[config.mk]
export PLATFORM = sky130hd
export DESIGN_NAME = semaphore_bank
export DESIGN_NICKNAME = d
export VERILOG_FILES = /design/src/rtl/sem_bank_pkg.sv /design/src/rtl/semCtrl.sv /design/src/rtl/semDatapath.sv /design/src/rtl/semaphore_bank.sv
export SDC_FILE = /design/constraint.sdc
export NUM_CORES = 1
export LEC_CHECK = 0
export BUFFER_PORTS_ARGS = -buffer_cell sky130_fd_sc_hd__buf_2
export CAP_MARGIN = 20
export CORE_MARGIN = 3
export CORE_UTILIZATION = 42
export DETAILED_ROUTE_END_ITERATION = 12
export PLACE_DENSITY = 0.77
export SLEW_MARGIN = 20
export SYNTH_ARGS = -nofsm -noshare
export SYNTH_HDL_FRONTEND = slang
export SYNTH_SLANG_ARGS = --single-unit
[constraint.sdc]
create_clock -name clk -period 1.5 [get_ports clk]
set_input_delay 0.15 -clock clk [delete_from_list [all_inputs] [get_ports clk]]
set_output_delay 0.15 -clock clk [all_outputs]
set_load 0.005 [all_outputs]
[src/rtl/sem_bank_pkg.sv]
package sem_bank_pkg;
  localparam int NUM_SEM   = 8;
  localparam int SEM_IDX_W = $clog2(NUM_SEM);

  typedef struct packed {
    logic                 wrReq;
    logic                 wrRel;
    logic                 rd;
    logic [SEM_IDX_W-1:0] idx;
  } semStrobeT;
endpackage

[src/rtl/semCtrl.sv]
module semCtrl
  import sem_bank_pkg::*;
#(
  parameter int ADDR_W = 16,
  parameter int DATA_W = 16
) (
  input  logic              semSelN,
  input  logic              memEnN,
  input  logic              rwN,
  input  logic              oeN,
  input  logic [ADDR_W-1:0] addr,
  input  logic [DATA_W-1:0] wrData,
  output semStrobeT         strobe
);
  logic access;
  logic unusedBits;

  // flag space is entered only with the memory side idle
  assign access = ~semSelN & memEnN;

  always_comb begin
    strobe.wrReq = access & ~rwN & ~wrData[0];
    strobe.wrRel = access & ~rwN &  wrData[0];
    strobe.rd    = access &  rwN & ~oeN;
    strobe.idx   = addr[SEM_IDX_W-1:0];
  end

  assign unusedBits = ^{addr[ADDR_W-1:SEM_IDX_W], wrData[DATA_W-1:1]};
endmodule

[src/rtl/semDatapath.sv]
module semDatapath
  import sem_bank_pkg::*;
#(
  parameter int DATA_W = 16
) (
  input  logic              clk,
  input  logic              rstN,
  input  semStrobeT         strobeL,
  input  semStrobeT         strobeR,
  output logic [DATA_W-1:0] rdDataL,
  output logic [DATA_W-1:0] rdDataR
);
  logic [NUM_SEM-1:0] reqL, reqR, ownerLeft;
  logic [NUM_SEM-1:0] ownL, ownR;
  logic               rdBitL, rdBitR;

  for (genvar i = 0; i < NUM_SEM; i++) begin : g_sem
    logic hitL, hitR, wReqL, wRelL, wReqR, wRelR;
    logic nextReqL, nextReqR, nextOwnerLeft;

    assign hitL  = (strobeL.idx == SEM_IDX_W'(i));
    assign hitR  = (strobeR.idx == SEM_IDX_W'(i));
    assign wReqL = strobeL.wrReq & hitL;
    assign wRelL = strobeL.wrRel & hitL;
    assign wReqR = strobeR.wrReq & hitR;
    assign wRelR = strobeR.wrRel & hitR;

    assign nextReqL = (reqL[i] | wReqL) & ~wRelL;
    assign nextReqR = (reqR[i] | wReqR) & ~wRelR;

    // owner bit only matters while both sides hold a request
    always_comb begin
      if (reqL[i] && reqR[i])  nextOwnerLeft = ownerLeft[i];
      else if (reqL[i])        nextOwnerLeft = 1'b1;
      else if (reqR[i])        nextOwnerLeft = 1'b0;
      else                     nextOwnerLeft = 1'b1; // tie on a free flag
    end

    always_ff @(posedge clk or negedge rstN) begin
      if (!rstN) begin
        reqL[i]      <= 1'b0;
        reqR[i]      <= 1'b0;
        ownerLeft[i] <= 1'b1;
      end else begin
        reqL[i]      <= nextReqL;
        reqR[i]      <= nextReqR;
        ownerLeft[i] <= nextOwnerLeft;
      end
    end

    assign ownL[i] = reqL[i] & (~reqR[i] |  ownerLeft[i]);
    assign ownR[i] = reqR[i] & (~reqL[i] | ~ownerLeft[i]);

    a_r6_left_keeps: assert property (@(posedge clk) disable iff (!rstN)
      ownL[i] && !wRelL |=> ownL[i]);
    a_r6_right_keeps: assert property (@(posedge clk) disable iff (!rstN)
      ownR[i] && !wRelR |=> ownR[i]);
    a_r7_handover_to_right: assert property (@(posedge clk) disable iff (!rstN)
      ownL[i] && reqR[i] && wRelL && !wRelR |=> ownR[i]);
    a_r7_handover_to_left: assert property (@(posedge clk) disable iff (!rstN)
      ownR[i] && reqL[i] && wRelR && !wRelL |=> ownL[i]);
    a_r10_tie_left: assert property (@(posedge clk) disable iff (!rstN)
      !reqL[i] && !reqR[i] && wReqL && wReqR |=> ownL[i] && !ownR[i]);
  end

  // read captures state before this edge's writes
  always_ff @(posedge clk or negedge rstN) begin
    if (!rstN) begin
      rdBitL <= 1'b1;
      rdBitR <= 1'b1;
    end else begin
      if (strobeL.rd) rdBitL <= ~ownL[strobeL.idx];
      if (strobeR.rd) rdBitR <= ~ownR[strobeR.idx];
    end
  end

  assign rdDataL = {DATA_W{rdBitL}};
  assign rdDataR = {DATA_W{rdBitR}};

  a_r2_no_write_stable: assert property (@(posedge clk) disable iff (!rstN)
    !(strobeL.wrReq || strobeL.wrRel || strobeR.wrReq || strobeR.wrRel)
    |=> $stable(reqL) && $stable(reqR));
  a_r12_left_hold: assert property (@(posedge clk) disable iff (!rstN)
    !strobeL.rd |=> $stable(rdDataL));
  a_r12_right_hold: assert property (@(posedge clk) disable iff (!rstN)
    !strobeR.rd |=> $stable(rdDataR));
endmodule

[src/rtl/semaphore_bank.sv]
module semaphore_bank
  import sem_bank_pkg::*;
#(
  parameter int ADDR_W = 16,
  parameter int DATA_W = 16
) (
  input  logic              clk,
  input  logic              rstN,
  input  logic              semSelLN,
  input  logic              memEnLN,
  input  logic              rwLN,
  input  logic              oeLN,
  input  logic [ADDR_W-1:0] addrL,
  input  logic [DATA_W-1:0] wrDataL,
  output logic [DATA_W-1:0] rdDataL,
  input  logic              semSelRN,
  input  logic              memEnRN,
  input  logic              rwRN,
  input  logic              oeRN,
  input  logic [ADDR_W-1:0] addrR,
  input  logic [DATA_W-1:0] wrDataR,
  output logic [DATA_W-1:0] rdDataR
);
  semStrobeT strobeL, strobeR;

  semCtrl #(.ADDR_W(ADDR_W), .DATA_W(DATA_W)) u_ctrlL (
    .semSelN(semSelLN), .memEnN(memEnLN), .rwN(rwLN), .oeN(oeLN),
    .addr(addrL), .wrData(wrDataL), .strobe(strobeL)
  );

  semCtrl #(.ADDR_W(ADDR_W), .DATA_W(DATA_W)) u_ctrlR (
    .semSelN(semSelRN), .memEnN(memEnRN), .rwN(rwRN), .oeN(oeRN),
    .addr(addrR), .wrData(wrDataR), .strobe(strobeR)
  );

  semDatapath #(.DATA_W(DATA_W)) u_data (
    .clk(clk), .rstN(rstN), .strobeL(strobeL), .strobeR(strobeR),
    .rdDataL(rdDataL), .rdDataR(rdDataR)
  );
endmodule

# Yosys cells after proc, flatten, opt, wreduce, memory -nomap -nowiden

Index checks and enable logic that the tools add are counted.

Bits of input ports: 74
Output and inout bits: 32
Logic and storage cells: 230
Register bits after elaboration: 26

Order comparisons: 2
Bitwise operators: 158
Equal/unequal tests: 14
Muxes and demuxes: 20
Reduce and logical (&&, ||, !) cells: 10

Operators by type and width:

| kind                                                                          | count |
|---|---|
| 1-bit AND                                                                     | 76 |
| 1-bit NOT                                                                     | 50 |
| 1-bit OR                                                                      | 32 |
| 3-bit equality test (second input constant)                                   | 8 |
| 1-bit 2-to-1 mux                                                              | 18 |
| 3-bit by 2-bit equality test with 1-bit output (second input constant)        | 4 |
| 1-bit logical AND                                                             | 8 |
| 3-bit by 4-bit less-than comparator with 1-bit output (second input constant) | 2 |
| 1-bit binary-select mux with 3-bit select                                     | 2 |
| 3-bit by 1-bit equality test with 1-bit output (second input constant)        | 2 |
| 3-bit zero test                                                               | 2 |

# Logic depth before layout (Yosys ltp)

Gate-level depths: netlist of the first run.

Depth after elaboration: 7
Depth in mapped cells: 5

# Cells and area by module

A second synthesis of the first run with hierarchy kept.

Cells, all modules: 173
Area total of the unflattened synthesis: 1641.6 um^2

By module, submodules not included:

| module      | times used | cells an instance | area an instance (um^2) |
|---|---|---|---|
| semDatapath | 1          | 161               | 1516.5 |
| semCtrl     | 2          | 6                 | 62.6 |

# Least setup slack after synthesis of the first run

OpenSTA, ideal clock, no wires.

Path type: flip-flop to flip-flop
Start point: register u_data.ownerLeft[5]
End point: register u_data.rdBitL
Required time: 1.411 ns
Setup slack: 0.132 ns
Arrival: 1.279 ns
Cell stages (with the launch flop): 5
Path buffers: 0
Cell sequence: dfstp_2 nor2b_1 o32a_1 a2111oi_0 o31ai_1

Longest elaborated chain between the ends: 5

Ends and longest elaborated chain:

| element                                   | RTL line          | RTL |
|---|---|---|
| start, declared                           | semDatapath.sv:13 | `logic [NUM_SEM-1:0] reqL, reqR, ownerLeft;` |
| start signal, assigned by index           | semDatapath.sv:47 | `ownerLeft[i] <= nextOwnerLeft;` |
| 1-bit OR                                  | semDatapath.sv:51 | `assign ownL[i] = reqL[i] & (~reqR[i] \| ownerLeft[i]);` |
| 1-bit AND                                 | semDatapath.sv:51 |  |
| 1-bit binary-select mux with 3-bit select | semDatapath.sv:72 | `if (strobeL.rd) rdBitL <= ~ownL[strobeL.idx];` |
| 1-bit 2-to-1 mux (not written as such)    | semDatapath.sv:72 |  |
| 1-bit NOT                                 | semDatapath.sv:72 |  |
| end signal, assigned                      | semDatapath.sv:72 |  |
| end, declared                             | semDatapath.sv:15 | `logic rdBitL, rdBitR;` |

Every way passes these cells. The select of a mux whose other input is x is not followed.
A chain may end at the register's enable or synchronous reset.

# Worst setup path after layout of the first run

Ends and elaborated chain as after synthesis.

==> impl_metrics.py, run 1 <==
metrics = {
    "status": {
        "outcome": "completed",
    },
    "synthesis": {
        "synth_async_sr_flop_share": 1.00,
        "synth_area_per_cell_um2": 9.86,
        "synth_nets": 238,
        "yosysTopAreaCellShare": 0.248,
        "synth-seq-area-share": 0.410,
        "ys_seq_elements": 26,
        "synth_warnings": 0,
        "ys_types": 39,
        "synth_edf_count": 0,
        "synth_cells": 164,
        "synth.area.top_cells": "dfrtp_1 (25%), dfstp_2 (16%), buf_4 (15%)",
        "yosys.area.top_type": "dfrtp_1",
        "netlist_area_mm2": 0.00162,
        "synthFlopType": "dfrtp_1",
        "synth.top_cells.by_count": "buf_4 (33), dfrtp_1 (16), nand2_1 (15), o31ai_1 (13), dfstp_2 (10)",
        "synth.most_common_cell": "buf_4",
    },
    "placement": {
        "placed_cell_area_mm2": 0.00166,
        "gp_congestion": 0.783,
        "io_buffers": 49,
        "dpl_worst_slack_ps": -68.2,
        "dp_hpwl_mm": 2.31,
    },
    "sta": {
        "setup_viol": 0,
        "clock.fmax_ghz": 0.682,
        "grt_setup_unrepaired": "no",
        "finalSetupTns_ps": 0,
        "finalWorstSetupSlack_ps": 34.0,
        "hold_viol": 0,
        "maxSlewViolCount": 0,
        "finalCriticalPeriod_ps": 1470,
        "worstMarginPinSlew_ps": 573,
        "worst_clock_skew_ps": 5.42,
        "relSlewSlack": 0.618,
        "finalCritPeriodShare": 0.977,
    },
    "worst_setup_path": {
        "r2r-start": "u_data.ownerLeft[5]",
        "rr_endpoint": "u_data.rdBitL",
        "endpoint_kind": "register",
        "path_max_fanout": 2,
        "required_ps": 1690,
        "ff2ff_path_depth": 4,
        "rrSetupSlack_ps": 30,
        "critical_path_arrival_ps": 1660,
        "start_kind": "register",
        "crit_type": "reg2reg",
    },
    "die": {
        "die_height_um": 68.0,
        "coreArea_mm2": 0.00352,
        "die-area_mm2": 0.00463,
        "io_pins": 106,
        "rows": 21,
        "initial_utilization": 0.459,
        "die_w_um": 68.0,
    },
    "route": {
        "drc": 0,
        "dr.first_iter.drc_count": 52,
        "finalWirelength_mm": 2.96,
        "firstDrtPassIters": 4,
        "post_drt_via_cell_ratio": 5.11,
        "ant_nets": 0,
        "via_count": 1159,
        "wl_per_cell_um": 13.0,
    },
    "global_route": {
        "overflow": 0,
        "antenna_found_initial": 0,
        "grtUsageMet2": 0.230,
        "top_usage_layer": "met2",
        "grt.total_usage": 0.135,
        "grt_pass1_wl_mm": 4.80,
        "grt_max_degree": 27,
        "grt_pass1_vias": 1030,
        "use_met3": 0.0296,
        "use_met1": 0.184,
    },
    "clock_tree": {
        "cts_sinks": 26,
        "clkLatencyLatePin_ps": 270,
        "htreeDepth": 1,
        "tritoncts.num_buffers": 3,
        "clockBufferDepth": 2,
        "root_buffer": "clkbuf_8",
        "clkTransAtPathRegs_ps": 90,
        "cts_tree": "done",
    },
    "power": {
        "powerDensity_mw_per_mm2": 1150,
        "leakage_uw": 0.000774,
        "ir_drop_v": 0.000773,
        "p_total_uw": 2020,
    },
    "layout": {
        "syn_to_final_growth_pct": 8.05,
        "antennaDiodeCount": 0,
        "postLayoutCellArea_mm2": 0.00175,
        "drive_gt1_frac": 0.420,
        "utilization": 0.496,
        "final_nets": 256,
    },
    "min_path": {
        "hp-class": "in2reg",
        "hold_path_end": "u_data.rdBitR",
        "min_path_cells": 3,
        "hp-start": "oeRN",
    },
    "run": {
        "maxCapViolCount": 0,
    },
}
==> where the power goes <==
part | switching, uW | internal [uW]
registers | 117 | 870
clock network | 214 | 235
logic | 282 | 300
total | 613 | 1400
==> critical path, stage by stage, from the launching register on <==
cell,delay (ps)
dfstp_2,540
nor2b_1,40
o32a_1,330
a2111oi_4,380
o31ai_1,100
==> registers in the layout (all words and copies together), names as in the netlist <==
signal            flops
u_data.ownerLeft      8
u_data.rdBitL         1
u_data.rdBitR         1
u_data.reqL           8
u_data.reqR           8
==> cell usage in the layout (no fill, tap or decap), drive strengths merged, types with 2 or more instances in the layout <==
cell type and count:
clkbuf 4, o21ai 9, o31ai 15, inv 9, nor2 3, a2111oi 2, nor3b 2, nor2b 4
dfstp 10, or4b 4, o41ai 4, a21oi 2, a21boi 4, nand2b 7, nand2 15, dfrtp 16
buf 54, mux2i 2, or4bb 2
==> worst max-delay path by stage <==
stage	endpoint	slack (ps)	startpoint	depth (start not counted)
final	u_data.rdBitL	30	u_data.ownerLeft[5]	4
after global routing	u_data.rdBitL	20	u_data.ownerLeft[5]	4
after CTS	u_data.rdBitL	20	u_data.ownerLeft[5]	4
after detailed placement	u_data.rdBitL	-70	u_data.ownerLeft[5]	4
after global placement	u_data.rdBitL	-120	u_data.ownerLeft[5]	4
after floorplan	u_data.rdBitL	130	u_data.ownerLeft[5]	4
==> through the flow <==
step | cells | hold WS, ps
6_report | 227 | 158
5_1_grt | 227 | 184
4_1_cts | 227 | 150
3_5_place_dp | 222 | 180
3_3_place_gp | 222 | 179
2_1_floorplan | 164 | -146
==> kinds of logic (layout without fill, tap and decap cells) <==
group                  Yosys count  after routing  share of synthesized area
AOI/OAI and AO/OA               45             45                      0.221
buffers and inverters           51             68                      0.203
DFF                             26             26                      0.410
muxes                            2              2                     0.0124
and+or+nand+nor                 40             40                      0.154
==> metal layers <==
layer  wire [um]  vias to the layer above
li1            -                      586
met1        1370                      537
met2        1410                       36
met3         177                        0
met4           0                        0
met5           0                        -
==> final cells by class <==
| type | count | area [um2] |
|---|---|---|
| clock buffer | 4 | 55.1 |
| fill | 343 | 1770 |
| inverter | 9 | 33.8 |
| multi-input combinational | 87 | 644 |
| sequential | 26 | 663 |
| tap | 46 | 57.6 |
| timing repair buffer | 55 | 293 |
==> repair_timing <==
| item | in CTS | in global routing |
|---|---|---|
| cloned | 0 | 0 |
| setup buffers | 0 | 0 |
| gates resized for setup | 2 | 2 |
| hold buffers | 1 | 0 |
| hold endpoints to repair | 16 | 0 |
| setup endpoints to repair | 1 | 2 |
| pin swaps | 0 | 0 |
(Power assumes the default switching activity.)
==> run 2: changes to the inputs <==
--- a/config.mk
+++ b/config.mk
@@ -11,6 +11,7 @@
 export CORE_UTILIZATION = 42
 export DETAILED_ROUTE_END_ITERATION = 12
 export PLACE_DENSITY = 0.77
+export SETUP_SLACK_MARGIN = 0.1
 export SLEW_MARGIN = 20
 export SYNTH_ARGS = -nofsm -noshare
 export SYNTH_HDL_FRONTEND = slang
==> run 2 against run 1 <==
Total power rose by 0.28%. Via count fell by 0.43%. Worst hold slack got worse by 7.1 ps. Combinational power barely moved. Largest cell class unchanged. Count of clock-buffer cells in the layout did not move.
==> impl_metrics.py, run 2 (synthesized netlist as in run 1, its figures left out) <==
metrics = {
    "power": {
        "leakage_uw": 0.000774,
        "powerDensity_mw_per_mm2": 1160,
        "ir_drop_v": 0.000785,
    },
    "die": {
        "die-area_mm2": 0.00463,
        "rows": 21,
        "die_height_um": 68.0,
        "coreArea_mm2": 0.00352,
        "die_w_um": 68.0,
        "initial_utilization": 0.459,
        "io_pins": 106,
    },
    "global_route": {
        "grt.total_usage": 0.137,
        "grt_pass1_vias": 1034,
        "overflow": 0,
        "grt_pass1_wl_mm": 4.84,
        "antenna_found_initial": 0,
        "grt_max_degree": 27,
    },
    "run": {
        "maxCapViolCount": 0,
    },
    "route": {
        "via_count": 1154,
        "dr.first_iter.drc_count": 53,
        "ant_nets": 0,
        "wl_met1_mm": 1.40,
        "post_drt_via_cell_ratio": 5.08,
        "routed-wl-met2_mm": 1.43,
        "wl_met3_um": 178,
        "firstDrtPassIters": 4,
        "highest_layer": "met3",
        "drc": 0,
        "finalWirelength_mm": 3.01,
        "wl_per_cell_um": 13.3,
    },
    "sta": {
        "hold_viol": 0,
        "grt_setup_unrepaired": "yes",
        "worst_clock_skew_ps": 9.04,
        "finalCriticalPeriod_ps": 1410,
        "setup_viol": 0,
        "finalCritPeriodShare": 0.941,
        "worstMarginPinSlew_ps": 578,
        "relSlewSlack": 0.615,
        "finalSetupTns_ps": 0,
        "clock.fmax_ghz": 0.708,
        "maxSlewViolCount": 0,
    },
    "clock_tree": {
        "post_cts_buffers": 0,
        "cts_tree": "done",
        "clockBufferDepth": 2,
        "clkLatencyLatePin_ps": 270,
        "cts_sinks": 26,
        "clkTransAtPathRegs_ps": 90,
        "tritoncts.num_buffers": 3,
        "root_buffer": "clkbuf_8",
        "htreeDepth": 1,
    },
    "layout": {
        "antennaDiodeCount": 0,
        "final-instance-count-excl-fill": 227,
        "fillCellCount": 344,
        "multi_input_area_um2": 644,
        "drive_gt1_frac": 0.420,
        "syn_to_final_growth_pct": 8.05,
        "final_nets": 256,
        "register_area_um2": 663,
        "reg_top3": "u_data.ownerLeft x8, u_data.reqL x8, u_data.reqR x8",
        "utilization": 0.496,
        "final_common_cell": "buf_2",
        "final_cell_mix": "buf_2 (49), dfrtp_1 (16), nand2_1 (15), o31ai_1 (13), dfstp_2 (10)",
    },
    "worst_setup_path": {
        "timing.critical_path.from": "u_data.ownerLeft[5]",
        "endpoint_kind": "register",
        "critical_path_arrival_ps": 1610,
        "start_kind": "register",
        "r2r-start": "u_data.ownerLeft[5]",
        "ff2ff_path_depth": 4,
        "rrSetupSlack_ps": 90,
        "rr_endpoint": "u_data.rdBitL",
        "path_max_fanout": 2,
        "crit_type": "reg2reg",
        "cp-endpoint": "u_data.rdBitL",
        "required_ps": 1690,
    },
    "placement": {
        "dp_hpwl_mm": 2.31,
        "gp_congestion": 0.783,
        "io_buffers": 49,
        "place_inst": 222,
    },
    "min_path": {
        "hp-class": "in2reg",
    },
    "status": {
        "outcome": "completed",
    },
}
-- run 2: metrics by stage --
stage | setup WS [ps] | hold slack (ps) | power, uW | cell area [um2]
after floorplan | 132 | -146 | 1530 | 1620
after global placement | -120 | 179 | 1560 | 1660
after detailed placement | -68.2 | 180 | 1580 | 1660
after CTS | 97.6 | 150 | 2050 | 1750
after global routing | 52.1 | 184 | 2180 | 1750
final | 88.1 | 151 | 2020 | 1750
-- run 2: area by class of cell --
| class | instances | share of cell area |
|---|---|---|
| Sequential cell | 26 | 0.380 |
| Inverter | 9 | 0.0193 |
| Multi-Input combinational cell | 87 | 0.369 |
| Clock buffer | 4 | 0.0315 |
| Tap cell | 46 | 0.0330 |
| Timing Repair Buffer | 55 | 0.168 |
-- run 2: worst min-delay path by stage --
stage          cells past startpoint        endpoint  from
2_1_floorplan                      0  u_data.reqL[0]  rstN
3_3_place_gp                       1  u_data.reqR[2]  rstN
3_5_place_dp                       1  u_data.reqR[1]  rstN
4_1_cts                            3   u_data.rdBitR  oeRN
5_1_grt                            3   u_data.rdBitR  oeRN
6_report                           3   u_data.rdBitR  oeRN
-- run 2: worst max-delay path, cell delays in order, from the launching register on --
cell	delay (ps)
dfstp_2	540
nor2b_1	40
o32a_1	330
a2111oi_4	330
o31ai_1	100
-- run 2: routing by layer --
metal,vias to the layer above,global-route usage
met5,-,0
met4,0,0.00744
met3,0,0.0296
met2,36,0.237
met1,534,0.185
li1,584,-
-- run 2: power by group --
group	internal (uW)	switching (uW)	leakage [uW]
clock	235	219	0.0000288
combinational	300	282	0.000439
sequential	869	117	0.000307
-- run 2: what timing repair did --
action / in CTS / in global routing
setup endpoints to repair: 1 / 2
hold endpoints to repair: 16 / 0
resized for setup: 3 / 1
hold buffers: 1 / 0
pin swaps: 1 / 0
==> run 3: changes to the inputs <==
--- a/config.mk
+++ b/config.mk
@@ -11,7 +11,7 @@
 export CORE_UTILIZATION = 42
 export DETAILED_ROUTE_END_ITERATION = 12
 export PLACE_DENSITY = 0.77
-export SETUP_SLACK_MARGIN = 0.1
+export SETUP_SLACK_MARGIN = 0.15
 export SLEW_MARGIN = 20
 export SYNTH_ARGS = -nofsm -noshare
 export SYNTH_HDL_FRONTEND = slang
==> run 3 against run 2 <==
Register-to-register slack better by 20 ps. Flip-flop and latch count unchanged. Critical path depth unchanged. Count of clock-buffer cells in the layout unchanged. Routed wire length fell by 1.2%. Die area unchanged. Critical endpoint unchanged. Largest power group unchanged.
==> impl_metrics.py, run 3 (synthesized netlist as in run 1, its figures left out) <==
metrics = {
    "power": {
        "powerDensity_mw_per_mm2": 1150,
        "ir_drop_v": 0.000777,
        "leakage_uw": 0.000775,
    },
    "global_route": {
        "antenna_found_initial": 0,
        "grt_max_degree": 27,
        "overflow": 0,
        "grt_pass1_vias": 1032,
        "grt.total_usage": 0.140,
        "grt_pass1_wl_mm": 4.94,
    },
    "route": {
        "ant_nets": 0,
        "via_count": 1156,
        "post_drt_via_cell_ratio": 5.09,
        "drc": 0,
        "wl_met3_um": 206,
        "firstDrtPassIters": 4,
        "dr.first_iter.drc_count": 77,
        "wl_per_cell_um": 13.1,
        "finalWirelength_mm": 2.97,
        "highest_layer": "met4",
        "routed-wl-met2_mm": 1.40,
        "wl_met1_mm": 1.35,
    },
    "clock_tree": {
        "tritoncts.num_buffers": 3,
        "cts_tree": "done",
        "htreeDepth": 1,
        "clkTransAtPathRegs_ps": 90,
        "root_buffer": "clkbuf_8",
        "cts_sinks": 26,
        "clkLatencyLatePin_ps": 270,
        "clockBufferDepth": 2,
    },
    "placement": {
        "dpl_worst_slack_ps": 43.2,
        "gp_congestion": 0.792,
        "io_buffers": 49,
        "dp_hpwl_mm": 2.28,
    },
    "sta": {
        "finalSetupTns_ps": 0,
        "grt_setup_unrepaired": "yes",
        "finalCriticalPeriod_ps": 1390,
        "hold_viol": 0,
        "maxSlewViolCount": 0,
        "worst_clock_skew_ps": 1.49,
        "relSlewSlack": 0.627,
        "clock.fmax_ghz": 0.717,
        "worstMarginPinSlew_ps": 559,
        "finalWorstSetupSlack_ps": 106,
        "finalCritPeriodShare": 0.930,
        "setup_viol": 0,
    },
    "die": {
        "io_pins": 106,
        "die-area_mm2": 0.00463,
        "rows": 21,
        "die_height_um": 68.0,
        "coreArea_mm2": 0.00352,
        "initial_utilization": 0.459,
        "die_w_um": 68.0,
    },
    "layout": {
        "drive_gt1_frac": 0.425,
        "final_cell_mix": "buf_2 (49), dfrtp_1 (16), nand2_1 (15), o31ai_1 (13), dfstp_2 (10)",
        "reg_top3": "u_data.ownerLeft x8, u_data.reqL x8, u_data.reqR x8",
        "syn_to_final_growth_pct": 8.44,
        "fillCellCount": 343,
        "final_nets": 256,
        "final_common_cell": "buf_2",
        "antennaDiodeCount": 0,
    },
    "worst_setup_path": {
        "path_cells": "nor2b_1 > o32a_1 > a2111oi_4 > o31ai_1",
        "endpoint_kind": "register",
        "critical-path-max-stage-delay_ps": 530,
        "path_max_fanout": 2,
        "start_kind": "register",
        "critPathSlowestCell": "dfstp_2",
        "critPathTopFamily": "compound AO/OA/AOI/OAI gates",
        "crit_type": "reg2reg",
        "required_ps": 1700,
        "critical_path_arrival_ps": 1600,
        "crit_buf_inv": 0,
    },
    "min_path": {
        "hp-class": "in2reg",
    },
    "run": {
        "maxCapViolCount": 0,
    },
    "status": {
        "outcome": "completed",
    },
}
[run 3: cell count changes in the layout (fill, tap and decap cells not counted)]
cell       delta
a21boi_1      +1
a2111oi_2     +1
a2111oi_0     -1
a21boi_0      -1
[run 3: final timing paths]
kind	start	to	slack (ps)	cells after the start
hold / removal	oeLN	u_data.rdBitL	140	3
max in group asynchronous	rstN	u_data.rdBitR	730	2
setup / recovery	u_data.ownerLeft[5]	u_data.rdBitL	110	4
min in group asynchronous	rstN	u_data.reqR[2]	400	2
hold reg to reg	u_data.reqR[7]	u_data.ownerLeft[7]	460	1
setup reg to reg	u_data.ownerLeft[5]	u_data.rdBitL	110	4
[run 3: layer usage]
| layer | vias up | track usage |
|---|---|---|
| li1 | 589 | - |
| met1 | 524 | 0.186 |
| met2 | 38 | 0.226 |
| met3 | 5 | 0.0378 |
| met4 | 0 | 0.0323 |
| met5 | - | 0 |
[run 3: timing repair]
item,CTS,global route
endpoints found under the hold margin,16,0
resized for setup,3,2
pin swaps,1,0
endpoints found under the setup margin,2,2
setup buffers,0,0
hold buffers,1,0
[run 3: metrics by stage]
stage | hold slack [ps] | area [um2] | power [uW] | instances | util
global route | 137 | 1750 | 2170 | 227 | 0.498
CTS | 132 | 1750 | 2040 | 227 | 0.498
detailed placement | 179 | 1670 | 1570 | 222 | 0.474
global placement | 180 | 1670 | 1550 | 222 | 0.474
finish | 136 | 1750 | 2020 | 227 | 0.498
floorplan | -146 | 1620 | 1540 | 164 | -
[run 3: final cells by class]
| class | instances | area, um2 | area share |
|---|---|---|---|
| Clock buffer | 4 | 55.1 | 0.0314 |
| Multi-Input combinational cell | 87 | 651 | 0.371 |
| Tap cell | 46 | 57.6 | 0.0328 |
| Inverter | 9 | 33.8 | 0.0193 |
| Sequential cell | 26 | 663 | 0.378 |
| Timing Repair Buffer | 55 | 293 | 0.167 |
[run 3: power by group]
group | leakage [uW] | internal (uW) | switching (uW) | total [uW]
sequential | 0.000307 | 869 | 123 | 992
combinational | 0.000440 | 297 | 278 | 575
clock | 0.0000288 | 235 | 221 | 456
[run 3: worst min-delay path, stage by stage]
cell and delay (ps):
buf_2 70, or4bb_1 110, o31ai_1 70
